File: src/rtl/bl_pwm_pkg.sv
package bl_pwm_pkg;
    typedef enum logic [1:0] {
        RUN_OFF,
        RUN_STARTING,
        RUN_ON,
        RUN_STOPPING
    } run_state_e;

    localparam int ADDR_SRC  = 0;
    localparam int ADDR_CFG  = 1;
    localparam int ADDR_SET  = 2;
    localparam int ADDR_CLR  = 3;
    localparam int ADDR_STAT = 4;

    localparam int CMP_LSB = 8;
    localparam int POL_BIT = 4;
endpackage

File: src/rtl/bl_pwm_regs.sv
module bl_pwm_regs
    import bl_pwm_pkg::*;
#(
    parameter int DATA_W = 32,
    parameter int ADDR_W = 3,
    parameter int CNT_W  = 8,
    parameter int PS_W   = 3
) (
    input  logic              clk,
    input  logic              rst_n,
    input  logic              reg_we,
    input  logic [ADDR_W-1:0] reg_addr,
    input  logic [DATA_W-1:0] reg_wdata,
    input  logic              running,
    output logic [DATA_W-1:0] reg_rdata,
    output logic              src_sel,
    output logic [CNT_W-1:0]  cfg_cmp,
    output logic              cfg_pol,
    output logic [PS_W-1:0]   cfg_ps,
    output logic              en_req,
    output logic              dis_req
);
    logic wdata_unused;
    assign wdata_unused = ^reg_wdata;

    assign en_req  = reg_we && (reg_addr == ADDR_W'(ADDR_SET)) && reg_wdata[0];
    assign dis_req = reg_we && (reg_addr == ADDR_W'(ADDR_CLR)) && reg_wdata[0];

    always_ff @(posedge clk or negedge rst_n) begin
        if (!rst_n) begin
            src_sel <= 1'b0;
            cfg_cmp <= '0;
            cfg_pol <= 1'b0;
            cfg_ps  <= '0;
        end else if (reg_we) begin
            if (reg_addr == ADDR_W'(ADDR_SRC)) begin
                src_sel <= reg_wdata[0];
            end
            if (reg_addr == ADDR_W'(ADDR_CFG)) begin
                cfg_cmp <= reg_wdata[CMP_LSB +: CNT_W];
                cfg_pol <= reg_wdata[POL_BIT];
                cfg_ps  <= reg_wdata[PS_W-1:0];
            end
        end
    end

    always_comb begin
        reg_rdata = '0;
        if (reg_addr == ADDR_W'(ADDR_SRC)) begin
            reg_rdata[0] = src_sel;
        end else if (reg_addr == ADDR_W'(ADDR_CFG)) begin
            reg_rdata[CMP_LSB +: CNT_W] = cfg_cmp;
            reg_rdata[POL_BIT]          = cfg_pol;
            reg_rdata[PS_W-1:0]         = cfg_ps;
        end else if (reg_addr == ADDR_W'(ADDR_STAT)) begin
            reg_rdata[0] = running;
        end
    end

    AST_SET_CLR_EXCLUSIVE: assert property (@(posedge clk) disable iff (!rst_n)
        !(en_req && dis_req));
endmodule

File: src/rtl/bl_pwm_prescale.sv
module bl_pwm_prescale #(
    parameter int PS_W   = 3,
    parameter int PS_MAX = 6
) (
    input  logic            clk,
    input  logic            rst_n,
    input  logic            src_tick,
    input  logic [PS_W-1:0] ps_code,
    input  logic            wrap,
    output logic            ptick
);
    localparam int DIV_W = (PS_MAX < 1) ? 1 : PS_MAX;

    logic [DIV_W-1:0] div_cnt;
    logic [DIV_W-1:0] div_mask;

    always_comb begin
        for (int i = 0; i < DIV_W; i++) begin
            div_mask[i] = (int'(ps_code) > i);
        end
    end

    assign ptick = src_tick && ((div_cnt & div_mask) == div_mask);

    always_ff @(posedge clk or negedge rst_n) begin
        if (!rst_n) begin
            div_cnt <= '0;
        end else if (src_tick) begin
            div_cnt <= wrap ? '0 : div_cnt + 1'b1;
        end
    end

    AST_TICK_SPACING: assert property (@(posedge clk) disable iff (!rst_n)
        (ptick && !wrap && ps_code != '0) |=> !ptick);
endmodule

File: src/rtl/bl_pwm_timebase.sv
module bl_pwm_timebase #(
    parameter int CNT_W   = 8,
    parameter int PS_W    = 3,
    parameter int PS_MAX  = 6,
    parameter bit NO_DIV1 = 1'b0
) (
    input  logic             clk,
    input  logic             rst_n,
    input  logic             ptick,
    input  logic [CNT_W-1:0] cfg_cmp,
    input  logic             cfg_pol,
    input  logic [PS_W-1:0]  cfg_ps,
    output logic [CNT_W-1:0] cnt,
    output logic             wrap,
    output logic [CNT_W-1:0] cmp_sh,
    output logic             pol_sh,
    output logic [PS_W-1:0]  ps_sh
);
    localparam logic [PS_W-1:0] PS_RST = NO_DIV1 ? PS_W'(1) : '0;

    logic            ps_legal;
    logic [PS_W-1:0] ps_eff;

    assign wrap     = ptick && (cnt == '1);
    assign ps_legal = (cfg_ps <= PS_W'(PS_MAX));

    generate
        if (NO_DIV1) begin : g_nodiv1
            assign ps_eff = (cfg_ps == '0) ? PS_W'(1) : cfg_ps;
        end else begin : g_plain
            assign ps_eff = cfg_ps;
        end
    endgenerate

    always_ff @(posedge clk or negedge rst_n) begin
        if (!rst_n) begin
            cnt    <= '0;
            cmp_sh <= '0;
            pol_sh <= 1'b0;
            ps_sh  <= PS_RST;
        end else begin
            if (ptick) begin
                cnt <= cnt + 1'b1;
            end
            if (wrap) begin
                cmp_sh <= cfg_cmp;
                pol_sh <= cfg_pol;
                if (ps_legal) begin
                    ps_sh <= ps_eff;
                end
            end
        end
    end

    AST_CNT_HOLD: assert property (@(posedge clk) disable iff (!rst_n)
        !ptick |=> $stable(cnt));
    AST_SHADOW_HOLD: assert property (@(posedge clk) disable iff (!rst_n)
        !wrap |=> ($stable(cmp_sh) && $stable(pol_sh) && $stable(ps_sh)));
    AST_PS_LEGAL: assert property (@(posedge clk) disable iff (!rst_n)
        ps_sh <= PS_W'(PS_MAX));

    generate
        if (NO_DIV1) begin : g_chk_nodiv1
            AST_NO_UNITY_DIV: assert property (@(posedge clk) disable iff (!rst_n)
                ps_sh != '0);
        end
    endgenerate
endmodule

File: src/rtl/bl_pwm_runctl.sv
module bl_pwm_runctl
    import bl_pwm_pkg::*;
(
    input  logic clk,
    input  logic rst_n,
    input  logic en_req,
    input  logic dis_req,
    input  logic wrap,
    output logic running
);
    run_state_e state;
    run_state_e state_nxt;

    always_ff @(posedge clk or negedge rst_n) begin
        if (!rst_n) begin
            state <= RUN_OFF;
        end else begin
            state <= state_nxt;
        end
    end

    always_comb begin
        state_nxt = state;
        unique case (state)
            RUN_OFF: begin
                if (en_req) begin
                    state_nxt = wrap ? RUN_ON : RUN_STARTING;
                end
            end
            RUN_STARTING: begin
                if (dis_req) begin
                    state_nxt = RUN_OFF;
                end else if (wrap) begin
                    state_nxt = RUN_ON;
                end
            end
            RUN_ON: begin
                if (dis_req) begin
                    state_nxt = wrap ? RUN_OFF : RUN_STOPPING;
                end
            end
            RUN_STOPPING: begin
                if (en_req) begin
                    state_nxt = RUN_ON;
                end else if (wrap) begin
                    state_nxt = RUN_OFF;
                end
            end
        endcase
    end

    always_comb begin
        running = (state == RUN_ON) || (state == RUN_STOPPING);
    end

    AST_STATUS_AT_WRAP: assert property (@(posedge clk) disable iff (!rst_n)
        !wrap |=> $stable(running));
    AST_CANCEL_START: assert property (@(posedge clk) disable iff (!rst_n)
        (!running && dis_req) |=> !running);
    AST_CANCEL_STOP: assert property (@(posedge clk) disable iff (!rst_n)
        (running && en_req) |=> running);
endmodule

File: src/rtl/bl_pwm_top.sv
module bl_pwm_top #(
    parameter int DATA_W  = 32,
    parameter int ADDR_W  = 3,
    parameter int CNT_W   = 8,
    parameter int PS_W    = 3,
    parameter int PS_MAX  = 6,
    parameter bit NO_DIV1 = 1'b0
) (
    input  logic              clk,
    input  logic              rst_n,
    input  logic              slow_tick,
    input  logic              sys_tick,
    input  logic              reg_we,
    input  logic [ADDR_W-1:0] reg_addr,
    input  logic [DATA_W-1:0] reg_wdata,
    output logic [DATA_W-1:0] reg_rdata,
    output logic              pwm_out
);
    logic             src_sel;
    logic [CNT_W-1:0] cfg_cmp;
    logic             cfg_pol;
    logic [PS_W-1:0]  cfg_ps;
    logic             en_req;
    logic             dis_req;
    logic             running;
    logic             src_tick;
    logic             ptick;
    logic             wrap;
    logic [CNT_W-1:0] cnt;
    logic [CNT_W-1:0] cmp_sh;
    logic             pol_sh;
    logic [PS_W-1:0]  ps_sh;
    logic             active;

    bl_pwm_regs #(
        .DATA_W(DATA_W), .ADDR_W(ADDR_W), .CNT_W(CNT_W), .PS_W(PS_W)
    ) u_regs (
        .clk(clk), .rst_n(rst_n), .reg_we(reg_we), .reg_addr(reg_addr),
        .reg_wdata(reg_wdata), .running(running), .reg_rdata(reg_rdata),
        .src_sel(src_sel), .cfg_cmp(cfg_cmp), .cfg_pol(cfg_pol),
        .cfg_ps(cfg_ps), .en_req(en_req), .dis_req(dis_req)
    );

    assign src_tick = src_sel ? sys_tick : slow_tick;

    bl_pwm_prescale #(
        .PS_W(PS_W), .PS_MAX(PS_MAX)
    ) u_prescale (
        .clk(clk), .rst_n(rst_n), .src_tick(src_tick), .ps_code(ps_sh),
        .wrap(wrap), .ptick(ptick)
    );

    bl_pwm_timebase #(
        .CNT_W(CNT_W), .PS_W(PS_W), .PS_MAX(PS_MAX), .NO_DIV1(NO_DIV1)
    ) u_timebase (
        .clk(clk), .rst_n(rst_n), .ptick(ptick), .cfg_cmp(cfg_cmp),
        .cfg_pol(cfg_pol), .cfg_ps(cfg_ps), .cnt(cnt), .wrap(wrap),
        .cmp_sh(cmp_sh), .pol_sh(pol_sh), .ps_sh(ps_sh)
    );

    bl_pwm_runctl u_runctl (
        .clk(clk), .rst_n(rst_n), .en_req(en_req), .dis_req(dis_req),
        .wrap(wrap), .running(running)
    );

    assign active  = running && (cnt < cmp_sh);
    assign pwm_out = pol_sh ? active : !active;

    AST_NEVER_FULL: assert property (@(posedge clk) disable iff (!rst_n)
        (cnt == '1) |-> (pwm_out == !pol_sh));
    AST_IDLE_LEVEL: assert property (@(posedge clk) disable iff (!rst_n)
        !running |-> (pwm_out == !pol_sh));
endmodule

File: config.mk
export PLATFORM = sky130hd
export DESIGN_NAME = bl_pwm_top
export DESIGN_NICKNAME = d
export VERILOG_FILES = /design/src/rtl/bl_pwm_pkg.sv /design/src/rtl/bl_pwm_regs.sv /design/src/rtl/bl_pwm_prescale.sv /design/src/rtl/bl_pwm_timebase.sv /design/src/rtl/bl_pwm_runctl.sv /design/src/rtl/bl_pwm_top.sv
export SDC_FILE = /design/constraint.sdc
export NUM_CORES = 1
export LEC_CHECK = 0
export ABC_AREA = 1
export BUFFER_PORTS_ARGS = -buffer_cell sky130_fd_sc_hd__buf_2
export CAP_MARGIN = 20
export CELL_PAD_IN_SITES_DETAIL_PLACEMENT = 1
export CELL_PAD_IN_SITES_GLOBAL_PLACEMENT = 2
export CORE_MARGIN = 1
export CORE_UTILIZATION = 26
export DETAILED_ROUTE_END_ITERATION = 6
export GPL_ROUTABILITY_DRIVEN = 0
export PLACE_DENSITY_LB_ADDON = 0.1
export SYNTH_ARGS = -nofsm -noshare
export SYNTH_HDL_FRONTEND = slang
export SYNTH_SLANG_ARGS = --single-unit
export TNS_END_PERCENT = 30
File: constraint.sdc
create_clock -name clk -period 1.45 [get_ports clk]
set_input_delay 0.29 -clock clk [delete_from_list [all_inputs] [get_ports clk]]
set_output_delay 0.29 -clock clk [all_outputs]
set_load 0.02 [all_outputs]
==> impl_metrics.csv, run 1 <==
group,metric,value,unit
run_status,status,"finished with violations",
run_status,violations,"negative setup slack",
route,drt.antenna.violating_nets,0,
cells_and_area,instances_no_fill,482,
critical_path,cp.arrival,1.65,ns
clock_tree,cts_root_buffer,"clkbuf_8",
global_route,antenna_found_initial,0,
placed_design,place_inst,460,
global_route,met3_usage,2.10,%
global_route,grt_usage,13.6,%
hold_path,min_path_type,"in2reg",
sta,max_freq,515,MHz
global_route,grt_max_degree,42,
job,maxCapViolations,0,
floorplan,num_io_pins,73,
floorplan,die-area,9340,um^2
cells_and_area,mostFrequentLayoutCell,"nand2_1",
critical_path,cp_max_fo,2,
critical_path,slowest_delay,0.42,ns
route,drt-total-wl,5770,um
floorplan,core,8680,um^2
yosys,netlist_area,2330,um^2
sta,finalMaxSlewViolations,0,
yosys,yosysWarnings,0,
clock_tree,clkTransAtPathRegs,0.09,ns
cells_and_area,diodes,0,
clock_tree,cts_tree,"built",
global_route,grt_use_met2,21.7,%
global_route,grt_pass1_wl,10300,um
global_route,grt_pass1_vias,2119,
placed_design,post-dp-hpwl,4140,um
floorplan,die_y,96.7,um
cells_and_area,finalInstanceArea,3290,um^2
route,dr.pass1.iters,4,
floorplan,start_util,26.8,%
critical_path,end_kind,"output port",
yosys,syn-mean-instance-area,8.06,um^2
cells_and_area,drive_above_1_share,33.4,%
power_and_ir_drop,worst_ir_drop_vdd,0.342,mV
sta,rsz0062_at_grt,"yes",
route,avgViaCountPerCell,4.23,
sta,tns,-2.92,ns
route,drc,0,
power_and_ir_drop,powerDensity,1140,nW/um^2
critical_path,cp.required,1.16,ns
clock_tree,numCtsBuffers,5,
critical_path,crit_path_start_kind,"flop",
sta,hold_viol_final,0,
global_route,met1_usage,18.9,%
global_route,gr-total-overflow,0,
clock_tree,clock_latency,0.30,ns
sta,finalSetupViolCount,25,
placed_design,placed_area,2830,um^2
route,wl_per_cell,12.0,um
yosys,ys_seq_elements,41,
clock_tree,clockBufferDepth,2,
critical_path,path_class,"reg2out",
yosys,ys_seq_area_share,44.0,%
route,vias,2038,
cells_and_area,final_cell_mix,"nand2_1 (51), buf_4 (42), dfrtp_1 (40)",
critical_path,crit_path_cell_trace,"ha_4 > a21oi_2 > o21ai_2 > nand4_1 > nand3_1 > nand2_1 > nand2_2 > buf_6",
yosys,syn_inst,289,
floorplan,row_count,34,
cells_and_area,area_growth_syn_to_layout,41.2,%
power_and_ir_drop,leakage,1.75,nW
sta,setup_slack,-0.490,ns
clock_tree,cts.sinks,41,
global_route,grt_most_used_layer,"met2",
cells_and_area,nNetsFinal,422,
placed_design,io_buffers,32,
sta,finClkSkew,0.0114,ns
route,drtIter0Drc,28,
clock_tree,cts.htree.levels,2,
floorplan,die-width,96.7,um
sta,timing.hold.ws,0.228,ns
yosys,synth_cell_types,28,
critical_path,crit_slowest_cell,"dfrtp_1",
sta,fin_crit_sh,134,%
sta,period_minus_slack,1.94,ns
cells_and_area,fill_cells,1073,
[sequential cells by signal, summed over array words and instances, names as in the netlist]
name	count
u_regs.cfg_cmp	8
u_timebase.cmp_sh	8
u_timebase.cnt	8
u_prescale.div_cnt	6
u_regs.cfg_ps	3
u_timebase.ps_sh	3
u_runctl.state	2
u_regs.cfg_pol	1
u_regs.src_sel	1
u_timebase.pol_sh	1
[repair_timing]
item	CTS	global route
hold buffers	1	0
setup endpoints to repair	38	30
hold endpoints to repair	41	0
pin swaps	13	2
resized for setup	36	4
cloned	3	0
buffers inserted	8	2
[synth_stat cells (all sizes together)]
cell type	count	area share, %
nor3	6	1.3
a21oi	20	4.5
xnor2	2	0.75
clkbuf	4	0.64
nand2	59	10
buf	22	6.9
conb	1	0.16
ha	9	4.8
nand3	12	3.1
mux2	2	0.97
nand4	6	1.6
nor2	31	5.3
o21ai	18	3.9
a32oi	1	0.38
xor2	7	2.6
dfrtp	41	44
o21a	1	0.32
a31oi	3	1.4
inv	43	6.9
nand3b	1	0.32
[cell families (layout without fill, tap and decap cells)]
family	Yosys count	in the layout	share of synthesized area (%)
compound gates	43	43	10.5
fa+ha+maj	9	9	4.83
mux	2	2	0.967
flops	41	41	44.0
simple gates	115	116	21.7
xor+xnor	9	9	3.38
other cells	1	20	0.161
buf+inv	69	134	14.4
[path summary, 6_finish.rpt]
check                                            startpoint                                 to  slack [ns]  depth (start not counted)
setup / recovery              u_timebase.cnt[1]$_DFFE_PN0P_                            pwm_out       -0.49                          8
hold / removal                                reg_wdata[10]      u_regs.cfg_cmp[2]$_DFFE_PN0P_        0.23                          3
setup reg to reg            u_timebase.ps_sh[1]$_DFFE_PN0P_  u_prescale.div_cnt[0]$_DFFE_PN0P_       -0.18                          9
hold reg to reg            u_timebase.cmp_sh[5]$_DFFE_PN0N_   u_timebase.cmp_sh[5]$_DFFE_PN0N_        0.50                          2
max in group asynchronous                             rst_n      u_runctl.state[1]$_DFFE_PN0P_        0.74                          3
min in group asynchronous                             rst_n      u_timebase.cnt[2]$_DFFE_PN0P_        0.49                          3
[power by group]
group          internal (mW)  leakage [nW]  switching [mW]  total, mW
logic                  0.549          1.20           0.736       1.29
registers               1.35         0.492           0.162       1.51
clock network          0.516        0.0543           0.453      0.969
total                   2.41          1.75            1.35       3.76
[metal layers]
layer / vias up / share of wire (%)
li1: 1047 / -
met1: 946 / 50
met2: 38 / 45
met3: 7 / 2.9
met4: 0 / 1.6
met5: - / 0
[worst max-delay path, delay by kind of cell, from the launching register on]
kind	cells	cell delay (ns)
DFF	1	0.42
adders and majority gates	1	0.28
AOI/OAI and AO/OA	2	0.19
buffers and inverters	1	0.11
and+or+nand+nor	4	0.35
[area by class of cell]
| cell class | count | area (um^2) | area share, % |
|---|---|---|---|
| Timing Repair Buffer | 83 | 669 | 20.3 |
| Tap cell | 108 | 135 | 4.11 |
| Clock buffer | 5 | 68.8 | 2.09 |
| Inverter | 43 | 161 | 4.90 |
| Multi-Input combinational cell | 199 | 1180 | 35.9 |
| Sequential cell | 41 | 1030 | 31.2 |
| Clock inverter | 3 | 46.3 | 1.41 |
[metrics by stage]
stage	power [mW]	setup slack [ns]	util, %
after floorplan	2.29	-0.0391	-
after global placement	2.66	-0.246	32.7
after detailed placement	2.69	-0.303	32.7
after CTS	3.83	-0.531	37.6
after global routing	4.06	-0.631	37.9
final	3.76	-0.490	37.9
Note: power is estimated with default switching activity, not from simulation.
==> run 2, diff against run 1 <==
Settings changed: ABC_AREA 1 to default, CORE_UTILIZATION 26 to 25.
==> run 2 against run 1 <==
Net effect:
- the flow still finishes with violations (negative setup slack)
- clock skew shrank 0.0036 ns
- design area is essentially flat
- synthesized cell count shrank 21%
- count of clock-buffer cells in the layout grew 1
==> impl_metrics.csv, run 2 <==
group,metric,value,unit
sta,finalMaxSlewViolations,0,
floorplan,num_io_pins,73,
sta,rsz0062_at_grt,"yes",
route,wl_per_cell,13.3,um
route,vias,1847,
clock_tree,cts_tree,"built",
sta,tns,-10.95,ns
cells_and_area,drive_above_1_share,45.6,%
yosys,synth_top_area_share,46.1,%
clock_tree,cts.htree.levels,2,
critical_path,path_delay_family,"compound AO/OA/AOI/OAI gates",
clock_tree,clkTransAtPathRegs,0.09,ns
cells_and_area,top_regs,"u_regs.cfg_cmp x8, u_timebase.cmp_sh x8, u_timebase.cnt x8",
sta,fin_crit_sh,146,%
cells_and_area,diodes,0,
sta,finalSetupViolCount,29,
run_status,status,"finished with violations",
yosys,syn-mean-instance-area,9.81,um^2
critical_path,cp.arrival,1.83,ns
clock_tree,numCtsBuffers,5,
critical_path,slowest_delay,0.38,ns
critical_path,crit_slowest_cell,"dfrtp_1",
yosys,synth_edf_count,0,
yosys,synth_cell_types,38,
route,drc,0,
floorplan,row_count,34,
sta,max_freq,471,MHz
route,drtIter0Drc,67,
floorplan,core,8680,um^2
placed_design,post-dp-hpwl,4180,um
route,avgViaCountPerCell,4.25,
global_route,grt_pass1_vias,1818,
critical_path,path_buf_inv,2,
cells_and_area,fin_util,37.9,%
sta,period_minus_slack,2.12,ns
floorplan,die-width,96.4,um
run_status,violations,"negative setup slack",
yosys,synth_top_area_cell,"dfrtp_1",
yosys,ys_seq_elements,41,
critical_path,crit_path_cell_trace,"inv_2 > ha_4 > a211oi_2 > nand2_1 > a21o_1 > o311ai_2 > xnor2_1 > buf_2",
cells_and_area,mostFrequentLayoutCell,"buf_4",
yosys,ys_seq_area_share,46.1,%
placed_design,pre_cts_ws,-0.538,ns
route,drt-total-wl,5780,um
yosys,syn_inst,227,
hold_path,min_path_type,"in2reg",
sta,finClkSkew,0.00777,ns
clock_tree,clockBufferDepth,2,
yosys,synth_ff_type,"dfrtp_1",
critical_path,cp.required,1.16,ns
critical_path,path_class,"reg2out",
global_route,gr-total-overflow,0,
sta,setup_slack,-0.674,ns
yosys,netlist_area,2230,um^2
job,maxCapViolations,0,
sta,hold_viol_final,0,
power_and_ir_drop,worst_ir_drop_vdd,0.361,mV
power_and_ir_drop,leakage,1.60,nW
floorplan,start_util,25.6,%
yosys,async_flop_share,100,%
global_route,grt_max_degree,42,
critical_path,end_kind,"output port",
placed_design,io_buffers,32,
power_and_ir_drop,powerDensity,1220,nW/um^2
yosys,yosysWarnings,0,
cells_and_area,nNetsFinal,375,
critical_path,crit_path_start_kind,"flop",
clock_tree,cts.sinks,41,
critical_path,cp_max_fo,2,
cells_and_area,area_growth_syn_to_layout,47.8,%
floorplan,die-area,9290,um^2
yosys,synth.area.top_cells,"dfrtp_1 (46%), buf_4 (6.7%), mux2_2 (6.6%)",
global_route,antenna_found_initial,0,
global_route,grt_usage,13.5,%
yosys,netlist_top_cells_count,"dfrtp_1 (41), nand2_1 (26), buf_4 (20)",
global_route,grt_pass1_wl,9370,um
cells_and_area,final_cell_mix,"buf_4 (54), dfrtp_1 (41), buf_2 (32)",
route,dr.pass1.iters,4,
clock_tree,clock_latency,0.30,ns
yosys,synth.most_common_cell,"dfrtp_1",
route,drt.antenna.violating_nets,0,
clock_tree,cts_root_buffer,"clkbuf_8",
floorplan,die_y,96.4,um
[run 2: cell count changes in the layout (fill, tap and decap cells not counted), sizes merged, moves of 6 or more]
cell   previous run  this run
nor2             31        15
buf              81        98
mux2              2        13
a21oi            20         8
nand3            13         5
nor3              6         0
and2              0        12
nand2            59        26
inv              43        13
[run 2: cell families after synthesis]
logic type,count (synthesis),synth area share [%]
buffers and inverters,39,10.1
muxes,15,7.48
xor gates and xnor gates,13,5.12
adders and majority gates,9,5.06
AOI/OAI and AO/OA,35,9.39
DFF,41,46.1
other,1,0.168
and+or+nand+nor,74,16.6
[run 2: path summary, 6_finish.rpt]
check | startpoint | cells after the start | to | slack (ns)
max | u_timebase.cmp_sh[5]$_DFFE_PN0N_ | 8 | pwm_out | -0.67
max in group asynchronous | rst_n | 3 | u_regs.cfg_ps[1]$_DFFE_PN0P_ | 0.74
min in group asynchronous | rst_n | 3 | u_timebase.cmp_sh[1]$_DFFE_PN0N_ | 0.49
min | reg_wdata[1] | 3 | u_regs.cfg_ps[1]$_DFFE_PN0P_ | 0.20
max reg2reg | u_prescale.div_cnt[0]$_DFFE_PN0P_ | 6 | u_runctl.state[1]$_DFFE_PN0P_ | -0.52
min reg2reg | u_regs.cfg_cmp[7]$_DFFE_PN0P_ | 2 | u_timebase.cmp_sh[7]$_DFFE_PN0N_ | 0.51
[run 2: worst register-to-register path: cells and delay by family (launching register included)]
family / cells / cell delay, ns
AO/OA/AOI/OAI: 3 / 0.85
buffers and inverters: 1 / 0.16
flip-flops: 1 / 0.38
AND/OR/NAND/NOR: 2 / 0.48
[run 2: report_power, final]
group / internal (mW) / leakage [nW] / switching [mW]
Combinational: 0.747 / 1.06 / 0.649
Sequential: 1.41 / 0.482 / 0.217
Clock: 0.560 / 0.0574 / 0.431
Total: 2.71 / 1.60 / 1.30
[run 2: metrics by stage]
step | hold slack [ns] | cell area [um^2] | total power [mW] | instances
after global routing | 0.210 | 3290 | 4.32 | 435
final | 0.202 | 3290 | 4.01 | 435
after CTS | 0.194 | 3200 | 4.05 | 432
after floorplan | -0.00559 | 2300 | 2.24 | 246
after global placement | 0.294 | 2870 | 2.86 | 414
after detailed placement | 0.288 | 2870 | 2.88 | 414
[run 2: final cells by class]
class / count / area (um^2)
clock buffers: 6 / 82.6
clock inverters: 2 / 37.5
fillers: 1028 / 5390
inverters: 13 / 48.8
multi-input cells: 166 / 1210
flip-flops and latches: 41 / 1030
well taps: 108 / 135
repair buffers: 99 / 749
[run 2: routing by layer]
metal / wire length (um) / track usage (%) / vias up
met1: 2880 / 19.4 / 878
met5: 0 / 0 / -
li1: - / - / 924
met4: 63 / 4.04 / 0
met2: 2650 / 20.4 / 39
met3: 187 / 2.45 / 6
[run 2: repair_timing]
action / CTS / global route
resized for setup: 37 / 16
setup endpoints to repair: 41 / 40
cloned: 2 / 0
setup buffers: 7 / 3
pin swaps: 13 / 6
hold buffers: 1 / 0
endpoints found under the hold margin: 41 / 0
